--- config.mk ---
export PLATFORM = sky130hd
export DESIGN_NAME = hb_bubble_ctrl
export DESIGN_NICKNAME = d
export VERILOG_FILES = /design/src/rtl/hb_pkg.sv /design/src/rtl/hb_dep_match.sv /design/src/rtl/hb_seq_fsm.sv /design/src/rtl/hb_bubble_ctrl.sv
export SDC_FILE = /design/constraint.sdc
export NUM_CORES = 1
export LEC_CHECK = 0
export ABC_AREA = 1
export BUFFER_PORTS_ARGS = -buffer_cell sky130_fd_sc_hd__buf_2
export CORE_AREA = 5 5 42 44
export DETAILED_ROUTE_END_ITERATION = 10
export DIE_AREA = 0 0 47 49
export HOLD_SLACK_MARGIN = 0.1
export PLACE_DENSITY = 0.72
export SLEW_MARGIN = 0
export SYNTH_ARGS = -nofsm -noshare
export SYNTH_HDL_FRONTEND = slang
export SYNTH_HIERARCHICAL = 1
export SYNTH_SLANG_ARGS = --single-unit
--- constraint.sdc ---
create_clock -name clk -period 2.5 [get_ports clk]
set_clock_uncertainty 0.05 [all_clocks]
set_input_delay 0.375 -clock clk [delete_from_list [all_inputs] [get_ports clk]]
set_output_delay 0.375 -clock clk [all_outputs]
set_load 0.01 [all_outputs]
--- src/rtl/hb_pkg.sv ---
package hb_pkg;
    typedef enum logic [1:0] {
        KIND_ALU   = 2'b00,
        KIND_DIV   = 2'b01,
        KIND_JREG  = 2'b10,
        KIND_OTHER = 2'b11
    } hb_kind_e;

    typedef enum logic [1:0] {
        ST_PASS    = 2'b00,
        ST_WAIT    = 2'b01,
        ST_RELEASE = 2'b10
    } hb_state_e;

    localparam int unsigned HB_NSRC = 2;
endpackage

--- src/rtl/hb_dep_match.sv ---
module hb_dep_match #(
    parameter int unsigned RW   = 5,
    parameter int unsigned NSRC = 2
) (
    input  logic                clk,
    input  logic                rst_n,
    input  logic                prod_live,
    input  logic [RW-1:0]       prod_dst,
    input  logic [NSRC*RW-1:0]  src_idx,
    input  logic [NSRC-1:0]     src_rd,
    output logic                hit
);
    localparam logic [RW-1:0] ZERO_REG = '0;

    logic [NSRC-1:0] per_src;

    generate
        for (genvar g = 0; g < NSRC; g++) begin : g_cmp
            assign per_src[g] = src_rd[g] && (src_idx[g*RW +: RW] == prod_dst);
        end
    endgenerate

    assign hit = prod_live && (prod_dst != ZERO_REG) && (|per_src);


    r0_no_hit_chk: assert property (@(posedge clk) disable iff (!rst_n)
        (prod_dst == ZERO_REG) |-> !hit);
endmodule

--- src/rtl/hb_seq_fsm.sv ---
module hb_seq_fsm
    import hb_pkg::*;
(
    input  logic     clk,
    input  logic     rst_n,
    input  logic     flush,
    input  logic     hazard,
    input  logic     dec_valid,
    input  logic [1:0] dec_kind,
    input  logic     mem_valid,
    input  logic     mem_stall,
    output logic     issue_o,
    output logic     bubble_o,
    output logic     hold_o,
    output logic     div_start_o,
    output logic     jump_go_o
);
    hb_state_e state, state_nx;

    always_ff @(posedge clk) begin
        if (!rst_n) state <= ST_PASS;
        else        state <= state_nx;
    end

    always_comb begin
        state_nx = state;
        unique case (state)
            ST_PASS:    if (!flush && hazard) state_nx = ST_WAIT;
            ST_WAIT:    if (flush) state_nx = ST_PASS;
                        else if (mem_valid && !mem_stall) state_nx = ST_RELEASE;
            ST_RELEASE: state_nx = ST_PASS;
            default:    state_nx = ST_PASS;
        endcase
    end

    always_comb begin
        issue_o  = 1'b0;
        bubble_o = 1'b0;
        hold_o   = 1'b0;
        unique case (state)
            ST_PASS: begin
                issue_o  = dec_valid && !hazard && !flush;
                bubble_o = hazard && !flush;
                hold_o   = hazard && !flush;
            end
            ST_WAIT: begin
                bubble_o = !flush;
                hold_o   = !flush;
            end
            ST_RELEASE: issue_o = !flush;
            default: ;
        endcase
        div_start_o = issue_o && (dec_kind == KIND_DIV);
        jump_go_o   = issue_o && (dec_kind == KIND_JREG);
    end


    hazard_no_issue_chk: assert property (@(posedge clk) disable iff (!rst_n)
        (state == ST_PASS && hazard && !flush) |=> !issue_o);

    stall_keeps_bubble_chk: assert property (@(posedge clk) disable iff (!rst_n)
        (state == ST_WAIT && mem_stall && !flush) |=> (!issue_o && (bubble_o || flush)));

    release_issue_chk: assert property (@(posedge clk) disable iff (!rst_n)
        (state == ST_WAIT && mem_valid && !mem_stall && !flush) |=> (issue_o || flush));

    flush_to_pass_chk: assert property (@(posedge clk) disable iff (!rst_n)
        flush |=> (state == ST_PASS));

    issue_bubble_excl_chk: assert property (@(posedge clk) disable iff (!rst_n)
        !(issue_o && bubble_o));
endmodule

--- src/rtl/hb_bubble_ctrl.sv ---
module hb_bubble_ctrl
    import hb_pkg::*;
#(
    parameter int unsigned RW = 5
) (
    input  logic          clk,
    input  logic          rst_n,
    input  logic          flush,
    input  logic          dec_valid,
    input  logic [1:0]    dec_kind,
    input  logic [RW-1:0] dec_src_a,
    input  logic          dec_rd_a,
    input  logic [RW-1:0] dec_src_b,
    input  logic          dec_rd_b,
    input  logic          ex_valid,
    input  logic          ex_is_load,
    input  logic          ex_is_spr_rd,
    input  logic [RW-1:0] ex_dst,
    input  logic          mem_valid,
    input  logic          mem_stall,
    output logic          issue_o,
    output logic          bubble_o,
    output logic          hold_o,
    output logic          div_start_o,
    output logic          jump_go_o
);
    logic                    prod_live;
    logic [HB_NSRC-1:0]      src_rd;
    logic [HB_NSRC*RW-1:0]   src_idx;
    logic                    hit;

    assign prod_live = dec_valid && ex_valid && (ex_is_load || ex_is_spr_rd);
    // a register jump reads only its target (source B)
    assign src_rd  = {dec_rd_b, dec_rd_a && (dec_kind != KIND_JREG)};
    assign src_idx = {dec_src_b, dec_src_a};

    hb_dep_match #(.RW(RW), .NSRC(HB_NSRC)) u_match (
        .clk       (clk),
        .rst_n     (rst_n),
        .prod_live (prod_live),
        .prod_dst  (ex_dst),
        .src_idx   (src_idx),
        .src_rd    (src_rd),
        .hit       (hit)
    );

    hb_seq_fsm u_fsm (
        .clk         (clk),
        .rst_n       (rst_n),
        .flush       (flush),
        .hazard      (hit),
        .dec_valid   (dec_valid),
        .dec_kind    (dec_kind),
        .mem_valid   (mem_valid),
        .mem_stall   (mem_stall),
        .issue_o     (issue_o),
        .bubble_o    (bubble_o),
        .hold_o      (hold_o),
        .div_start_o (div_start_o),
        .jump_go_o   (jump_go_o)
    );


    div_needs_issue_chk: assert property (@(posedge clk) disable iff (!rst_n)
        (div_start_o || jump_go_o) |-> issue_o);
endmodule

; Yosys cells after proc, flatten, opt, wreduce, memory -nomap -nowiden
; Cells that the tools add are included.
[word_totals]
ff_bits = 2
input_bits = 28
output_inout_bits = 5
wordCells = 37
[op_classes]
eq_ne = 9
mux = 6
n_reduce_logical = 21
[op_table]
columns = operator, count
row1 = logical AND 1 bit, 13
row2 = == test 5 bit, 2
row3 = two-way mux 2 bit, 3
row4 = nonzero test 5 bit, 1
row5 = == test 2 x 1 -> 1 bit (second input constant), 2
row6 = == test 2 bit (second input constant), 2
row7 = case mux 1 bit (2 select lines), 2
row8 = case mux 2 bit (2 select lines), 1
row9 = zero test 1 bit, 3
row10 = inequality test 3 x 2 -> 1 bit (second input constant), 1
row11 = zero test 2 bit, 1
row12 = inequality test 2 x 1 -> 1 bit (second input constant), 1
row13 = inequality test 2 bit (second input constant), 1
row14 = AND reduction 2 bit, 1
row15 = OR reduction 2 bit, 1
row16 = logical OR 1 bit, 1

; Logic depth before layout (Yosys ltp)
; Gate-level depths: netlist (run 1).
[depth]
depth_word = 10
depth_mapped = 9
ltp_nobuf = 9

; Hierarchy
; Netlist (run 1), hierarchy kept.
[by_module_without_submodules]
columns = mod, instances, cells_each, area_per_inst_um2, seq_area_each_um2
row1 = hb_dep_match, 1, 55, 216.5, 0.0
row2 = hb_seq_fsm, 1, 25, 162.7, 40.0
row3 = hb_bubble_ctrl, 1, 6, 27.5, 0.0

; Least setup slack after synthesis (run 1)
; No wires, ideal clock.
[synth_path]
path_type = input-to-output
from = input port dec_kind[0]
to = output port hold_o
arrival_time_ps = 1308
required_time_ps = 2075
setup_slack_ps = 767
path_stages = 9
n_path_buf = 1
cell_sequence = inv_1 > a21oi_2 > nand2_1 > nor2_1 > nand3_1 > a21oi_1 > nand3_1 > nand2_1 > buf_4
[synth_between]
elab_chain_cells = 7
[synth_lines]
columns = element, line
row1 = "start, declared", hb_bubble_ctrl.sv:10  ; input logic [1:0] dec_kind,
row2 = inequality test 2 bit, hb_bubble_ctrl.sv:34  ; assign src_rd = {dec_rd_b, dec_rd_a && (dec_kind != KIND_JREG)};
row3 = logical AND 1 bit, hb_bubble_ctrl.sv:34
row4 = via src_rd[0], hb_bubble_ctrl.sv:28  ; logic [HB_NSRC-1:0] src_rd;
row5 = logical AND 1 bit, hb_dep_match.sv:19  ; assign per_src[g] = src_rd[g] && (src_idx[g*RW +: RW] == prod_dst);
row6 = OR reduction 2 bit, hb_dep_match.sv:23  ; assign hit = prod_live && (prod_dst != ZERO_REG) && (|per_src);
row7 = logical AND 1 bit, hb_dep_match.sv:23
row8 = via hit, hb_bubble_ctrl.sv:30  ; logic hit;
row9 = logical AND 1 bit, -
row10 = case mux 1 bit (2 select lines), -
row11 = "end, declared", hb_bubble_ctrl.sv:23  ; output logic hold_o,
; The timed path passes the listed nets, and every way through them passes these cells.

; Worst setup path after layout (run 1)
[layout_path]
from = input port dec_kind[1]
to = output port bubble_o
[layout_between]
elab_chain_cells = 7
[layout_lines]
columns = element, line
row1 = inequality test 2 bit, hb_bubble_ctrl.sv:34
row2 = logical AND 1 bit, hb_bubble_ctrl.sv:34
row3 = via src_rd[0], hb_bubble_ctrl.sv:28
row4 = logical AND 1 bit, hb_dep_match.sv:19
row5 = OR reduction 2 bit, hb_dep_match.sv:23
row6 = logical AND 1 bit, hb_dep_match.sv:23
row7 = via hit, hb_bubble_ctrl.sv:30
row8 = logical AND 1 bit, hb_seq_fsm.sv:43  ; bubble_o = hazard && !flush;
row9 = case mux 1 bit (2 select lines), hb_seq_fsm.sv:40  ; unique case (state)
row10 = "end, declared", hb_bubble_ctrl.sv:22  ; output logic bubble_o,
; The timed path passes the listed nets, and every way through them passes these cells.

==> results.tsv, run 1 <==
metric	value	unit
start_util	0.290	
cts_buffer_depth	2	
gp_congestion	0.721	
yosys.cell_count.top_type	nand2_1	
post_dp_cell_area	579	um2
synth_warnings	6	
grt_pass1_wl	1810	um
hold_path_class	in -> reg	
num-fill-cells	165	
die_area	2300	um2
core	1400	um2
grt_setup_unrepaired	no	
path_clk_slew	30	ps
relSlewSlack	0.866	
vias	560	
worstSetupPathType	in -> out	
syn_area_per_cell	4.73	um2
crit_fanout	3	
ys_seq_area_frac	0.0985	
hold_start	rst_n	
wirelength	1060	um
grt_overflow	0	
ios	33	
yosys.area.top_type	nand2_1	
post_cts_resized	0	
area_growth	48.0	%
drt_iter0_drc	4	
finalCriticalPeriod	1860	ps
finalSetupTns	0	ps
finalPower	163	uW
cp_data_arrival_time	1440	ps
htree_num_levels	1	
grt_pass1_vias	505	
critical_path_required	2080	ps
ys_ff_latch	2	
tritoncts	done	
antenna_left	0	
top_regs	u_fsm/state x2	
yosys.area.top_type_share	0.295	
p_leak	0.000423	uW
status	finished clean	
grt_max_degree	5	
synth_nets	114	
cts_made_buffers	3	
synth.area.top_cells	nand2_1 (30%), inv_1 (19%), nor2_1 (12%)	
clock_sinks	2	
antenna_cells	0	
setup_viol	0	
largest_reg_flops	2	
drc	0	
die_y	49	um
syn_area	407	um2
cp-startpoint	dec_kind[1]	
final_util	0.429	
worstMarginPinSlew	201	ps
drive_above_1_share	0.367	
synthCells	86	
drv_slew	0	
peakVddDrop	0.253	mV
dp_hpwl	967	um
clockRootBuffer	clkbuf_4	
drv_cap	0	
synth_commonest_cells	nand2_1 (32), inv_1 (21), nor2_1 (13)	
regMostFlops	u_fsm/state	
p_per_area	271	nW/um2
die_w	47	um
ys_types	17	
finalCritPeriodShare	0.746	
async_flop_share	0	
hold_viol	0	
antenna_found_initial	0	
io_buffers	32	
clk_latency	220	ps
vias_per_cell	4.12	
cp-start-kind	primary input	
wl_per_cell	7.80	um
firstDrtPassIters	3	
synth_edf_count	0	
end_kind	output pin	
grt_usage	0.106	
r2r-start	u_fsm/state[1]	
ys.flop_type	dfxtp_1	
rows	14	
hold_buffers	0	
post_cts_buffers	0	
fmaxAchievable	0.537	GHz
fin_nets	150	
fin_area	602	um2
-- placed cells by master (no fill, tap or decap), drive strengths merged --
cell | synthesis | routed
nand2 | 33 | 33
o21bai | 1 | 1
inv | 23 | 23
nand4 | 1 | 1
nor3 | 1 | 1
nand3 | 5 | 5
o21ai | 1 | 1
a21oi | 3 | 3
nor2 | 14 | 14
buf | 1 | 32
dfxtp | 2 | 2
or2 | 1 | 1
clkbuf | 0 | 3
-- per-stage QoR --
stage                     std cells  hold slack [ps]  worst slack [ps]
after detailed placement        133              516               630
after floorplan                  86              481               767
after global placement          133              511               655
after global routing            136              383               422
final                           136              370               636
after CTS                       136              362               621
-- critical path, cell delays in order --
cell,delay [ps]
buf_2,110
a21oi_2,120
nand2_1,60
nor2_1,100
nand3_1,80
a21oi_1,210
nand3_1,150
nand2_1,100
buf_2,130
-- where the power goes --
group	leakage, uW	internal (uW)	switching [uW]
Sequential	0.0000161	32.3	0.0443
Clock	0.0000138	52.7	15.1
Combinational	0.000393	30.0	32.9
-- kinds of logic after synthesis --
| kind of cell | Yosys count | synth area share |
|---|---|---|
| buffers and inverters | 24 | 0.231 |
| and+or+nand+nor | 55 | 0.575 |
| DFF | 2 | 0.0985 |
| AOI/OAI and AO/OA | 5 | 0.0954 |
-- per-layer routing --
| layer | track usage | vias to the layer above | wire [um] |
|---|---|---|---|
| li1 | - | 319 | - |
| met1 | 0.113 | 223 | 410 |
| met2 | 0.167 | 16 | 548 |
| met3 | 0.0369 | 2 | 87 |
| met4 | 0.0691 | 0 | 14 |
| met5 | 0 | - | 0 |
-- area by class of cell --
class	count	area (um2)	area share
repair buffers	32	160	0.266
well taps	16	20.0	0.0333
flip-flops and latches	2	40.0	0.0665
inverters	23	86.3	0.143
clock buffers	3	22.5	0.0374
multi-input cells	60	273	0.453
-- worst paths after layout --
check | to | slack (ps) | cells past startpoint
worst min register to register | u_fsm/state[1] | 520 | 3
worst min-delay path | u_fsm/state[0] | 370 | 3
worst max register to register | u_fsm/state[0] | 1690 | 3
worst max-delay path | bubble_o | 640 | 9
(Power assumes the default switching activity.)
==> run 2: changes to the inputs <==
- clock period: 2.5 -> 1.8 ns (I/O delays scaled with it)
==> run 2 against run 1 <==
Routed wire length grew 1.6%. Combinational power up 40%. Clock power rose by 45%. Die area stayed put. Highest routed layer unchanged. Largest cell class unchanged.
==> results.tsv, run 2 (synthesized netlist as in run 1, its figures left out) <==
metric	value	unit	change
p_per_area	382	nW/um2	+41%
grt_pass1_vias	506		+0.20%
regMostFlops	u_fsm/state		
grt_pass1_wl	1830	um	+1.2%
cts_made_buffers	3		unchanged
slowest_stage	o21ai_0		
critical_path_required	1480	ps	-600 ps
fmaxAchievable	0.606	GHz	
final_cell_mix	nand2_1 (32), buf_2 (32), inv_1 (21)		
wl_per_cell	7.93	um	+1.6%
clockRootBuffer	clkbuf_4		
htree_num_levels	1		unchanged
r2r_end	u_fsm/state[0]		
p_leak	0.000423	uW	about the same
worstMarginPinSlew	195	ps	-6.35 ps
largest_reg_flops	2		unchanged
path_delay_family	compound AO/OA/AOI/OAI gates		
cp-start-kind	primary input		
grt_max_degree	5		unchanged
grtUsageMet3	0.0258		-0.0111
post_cts_buffers	0		unchanged
tritoncts	done		
grt_overflow	0		unchanged
drive_above_1_share	0.375		+0.00833
grt.busiest_layer	met2		
drc	0		unchanged
drv_cap	0		unchanged
clock_sinks	2		unchanged
io_buffers	32		unchanged
num-fill-cells	167		+1.2%
antenna_cells	0		unchanged
die_y	49	um	unchanged
core	1400	um2	unchanged
relSlewSlack	0.869		+0.00286
antenna_left	0		unchanged
start_util	0.290		unchanged
crit_fanout	4		+1
r2r-start	u_fsm/state[0]		
grt_setup_unrepaired	no		
cp-startpoint	ex_dst[3]		
dp_hpwl	955	um	-1.2%
vias	563		+0.54%
met2_usage	0.161		-0.00679
crit_buf_inv	3		+1
crit_path_max_incr_delay	200	ps	about the same
finalCritPeriodShare	0.917		
finalCriticalPeriod	1650	ps	
cp_data_arrival_time	1330	ps	-110 ps
rows	14		unchanged
final_util	0.432		+0.00268
grt_usage	0.108		+0.00148
fin_nets	150		unchanged
peakVddDrop	0.328	mV	+30%
die_area	2300	um2	unchanged
drt_iter0_drc	6		+2
die_w	47	um	unchanged
end_kind	output pin		
worstSetupPathType	in -> out		
top_regs	u_fsm/state x2		
crit_top_cell	buf_2		
gp_congestion	0.720		-0.12%
status	finished clean		
wirelength	1080	um	+1.6%
clk_latency	220	ps	about the same
r2r_setup_slack	990	ps	-700 ps
antenna_found_initial	0		unchanged
grt_use_met1	0.124		+0.0112
hold_path_class	in -> reg		
ios	33		unchanged
cts_buffer_depth	2		unchanged
vias_per_cell	4.14		+0.54%
firstDrtPassIters	4		+1
ff2ff_path_depth	4		+1
cp-endpoint	jump_go_o		
dp.cells	133		unchanged
path_clk_slew	30	ps	about the same
crit_chain	buf_2 -> inv_1 -> nand4_1 -> o21ai_0 -> a21oi_2 -> o21bai_2 -> nand3_2 -> nor2_1 -> buf_2		
setup_viol	0		unchanged
cp.depth	9		unchanged
area_growth	48.9	%	
hold_viol	0		unchanged
finalSetupTns	0	ps	unchanged
pre_cts_slack	124	ps	-506 ps
stdcell_count	136		unchanged
worst_slack	150	ps	-486 ps
drv_slew	0		unchanged
[run 2: cell type report]
type                    instances  area (um2)  area share
clock buffers                   3        22.5      0.0372
inverters                      23        86.3       0.143
multi-input cells              60         277       0.457
flip-flops and latches          2        40.0      0.0661
well taps                      16        20.0      0.0331
repair buffers                 32         160       0.264
[run 2: routing by layer]
metal / vias to the layer above / share of wire / routed length [um]
met2: 16 / 0.53 / 566
met3: 2 / 0.074 / 80
li1: 317 / - / -
met5: - / 0 / 0
met1: 228 / 0.38 / 415
met4: 0 / 0.013 / 14
[run 2: timing repair]
| action | 4_1_cts | 5_1_grt |
|---|---|---|
| endpoints found under the setup margin | 0 | 2 |
| resized for setup | 0 | 1 |
| hold buffers | 0 | 0 |
[run 2: power by group]
group | switching (uW) | total [uW] | internal (uW)
sequential | 0.0594 | 44.8 | 44.8
clock | 24.9 | 98.4 | 73.5
combinational | 46.0 | 87.8 | 41.8
[run 2: per-stage QoR]
stage               area [um2]  power [uW]  hold WS, ps
floorplan                  407        90.6          376
global placement           579         132          471
detailed placement         579         133          487
CTS                        602         239          252
global route               606         257          280
finish                     606         231          259
[run 2: worst min path at each step]
stage | endpoint | cells after the start | startpoint
6_report | u_fsm/state[0] | 3 | rst_n
5_1_grt | u_fsm/state[1] | 3 | mem_valid
4_1_cts | u_fsm/state[0] | 3 | rst_n
3_5_place_dp | u_fsm/state[0] | 3 | rst_n
3_3_place_gp | u_fsm/state[0] | 3 | rst_n
2_1_floorplan | u_fsm/state[0] | 2 | rst_n
[run 2: worst min-delay path: cells and delay by family]
family | cells | cell delay, ps
buffers and inverters | 2 | 120
AOI/OAI and AO/OA | 1 | 100
==> run 3: changes to the inputs <==
- CAP_MARGIN: unset -> 15
- CELL_PAD_IN_SITES_DETAIL_PLACEMENT: unset -> 1
- CELL_PAD_IN_SITES_GLOBAL_PLACEMENT: unset -> 1
- CORE_AREA: 5 5 42 44 -> unset
- CORE_MARGIN: unset -> 5
- CORE_UTILIZATION: unset -> 21
- CTS_BUF_LIST: unset -> sky130_fd_sc_hd__clkbuf_8 sky130_fd_sc_hd__clkbuf_16
- DIE_AREA: 0 0 47 49 -> unset
- PLACE_DENSITY: 0.72 -> 0.83
==> run 3 against run 2 <==
Combinational power grew 4.3%. Final area grew 5.4%. Worst hold slack better by 33 ps. Count of clock-buffer cells in the layout stayed put. Flip-flop and latch count is the same. Highest routed layer unchanged. Largest cell class unchanged. Die area up 27%. Sequential power about the same. Register-to-register slack barely moved. First-iteration DRC count decreased by 67%. Sequential share of layout area is 0.34 points lower.
==> results.tsv, run 3 (synthesized netlist as in run 1, its figures left out) <==
metric	value	unit	change
start_util	0.214		-0.0764
antenna_found_initial	0		unchanged
crit_fanout	3		-1
pwr-share-comb	0.295		-0.085
p_per_area	486	nW/um2	+27%
grt_usage	0.108		+0.000313
relSlewSlack	0.886		+0.0176
antenna_cells	0		unchanged
drc	0		unchanged
grt_setup_unrepaired	no		
pwr-share-clk	0.560		+0.134
clockRootBuffer	clkbuf_8		
fin_nets	150		unchanged
area_growth	56.9	%	
pre_cts_slack	47.5	ps	-76.8 ps
worstMarginPinSlew	169	ps	-25.4 ps
p_leak	0.000430	uW	+1.8%
finalCritPeriodShare	0.932		+0.0157
cp_data_arrival_time	1360	ps	+30 ps
cp-start-kind	primary input		
path_clk_slew	30	ps	about the same
finalSetupTns	0	ps	unchanged
status	finished clean		
dp_hpwl	1260	um	+32%
regMostFlops	u_fsm/state		
worst_slack	122	ps	-28.2 ps
top_regs	u_fsm/state x2		
hold_path_class	in -> reg		
finalCriticalPeriod	1680	ps	+28.2 ps
power.switching	82.4	uW	+16%
grt_pass1_wl	2250	um	+23%
die_y	54.0	um	+10%
stdcell_count	147		+8.1%
cts_buffer_depth	2		unchanged
clock_sinks	2		unchanged
vias	591		+5.0%
cell_internal_pwr	228	uW	+42%
largest_reg_flops	2		unchanged
ios	33		unchanged
antenna_left	0		unchanged
peakVddDrop	0.382	mV	+16%
die_area	2920	um2	+27%
power_frac_seq	0.145		-0.049
rows	16		+2
grt_pass1_vias	613		+21%
drive_above_1_share	0.375		unchanged
grt_overflow	0		unchanged
vias_per_cell	4.02		-2.9%
hold_buffers	0		unchanged
drv_cap	0		unchanged
worstSetupPathType	in -> out		
cts_made_buffers	3		unchanged
end_kind	output pin		
firstDrtPassIters	4		unchanged
hold_viol	0		unchanged
die_w	54.0	um	+15%
clk_latency	210	ps	about the same
gp_congestion	0.725		+0.64%
wirelength	1400	um	+30%
dp.cells	144		+8.3%
setup_viol	0		unchanged
switching_share	0.265		-0.0419
num-fill-cells	286		+71%
drv_slew	0		unchanged
core	1900	um2	+36%
fmaxAchievable	0.596	GHz	-1.7%
wl_per_cell	9.53	um	+20%
drt_iter0_drc	2		-4
htree_num_levels	1		unchanged
grt_max_degree	5		unchanged
finalPower	310	uW	+34%
tritoncts	done		
critical_path_required	1480	ps	about the same
final_cell_mix	nand2_1 (32), buf_2 (32), inv_1 (21)		
io_buffers	32		unchanged
[run 3: worst paths after layout]
path	startpoint	to	slack (ps)	depth (start not counted)
max	dec_kind[1]	bubble_o	120	9
min reg2reg	u_fsm/state[1]	u_fsm/state[1]	510	3
min	rst_n	u_fsm/state[0]	290	3
max reg2reg	u_fsm/state[1]	u_fsm/state[0]	980	3
[run 3: power by group through the flow]
stage,combinational (uW),sequential [uW],clock (uW)
4_1_cts,92.9,44.9,180
3_5_place_dp,92.2,45.4,0
3_3_place_gp,88.3,45.4,0
2_1_floorplan,45.3,45.4,0
6_report,91.6,44.9,174
5_1_grt,107,44.9,187
[run 3: final cells by class]
| cell class | count | area (um2) | area share |
|---|---|---|---|
| Multi-Input combinational cell | 60 | 277 | 0.433 |
| Clock buffer | 3 | 41.3 | 0.0647 |
| Inverter | 23 | 86.3 | 0.135 |
| Tap cell | 27 | 33.8 | 0.0529 |
| Sequential cell | 2 | 40.0 | 0.0627 |
| Timing Repair Buffer | 32 | 160 | 0.251 |
[run 3: repair_timing]
action	4_1_cts	5_1_grt
resized for setup	0	2
setup endpoints to repair	0	5
buffers inserted	0	0
[run 3: critical path, stage by stage]
cell     delay [ps]
buf_2           120
a21oi_2         140
nand2_1          60
nor2_1          100
nand3_1         100
a21oi_2         190
nand3_1         150
nand2_1         100
buf_2           130
[run 3: per-stage QoR]
stage	utilization	hold WS, ps	area, um2
after floorplan	-	376	407
after global placement	0.312	479	593
after detailed placement	0.312	505	593
after CTS	0.334	291	634
after global routing	0.336	310	638
final	0.336	292	638
[run 3: metal layers]
| layer | global-route usage | vias up | share of wire |
|---|---|---|---|
| met5 | 0 | - | 0 |
| met1 | 0.101 | 255 | 0.38 |
| met2 | 0.200 | 17 | 0.54 |
| li1 | - | 317 | - |
| met4 | 0.0622 | 0 | 0.0071 |
| met3 | 0.0388 | 2 | 0.074 |
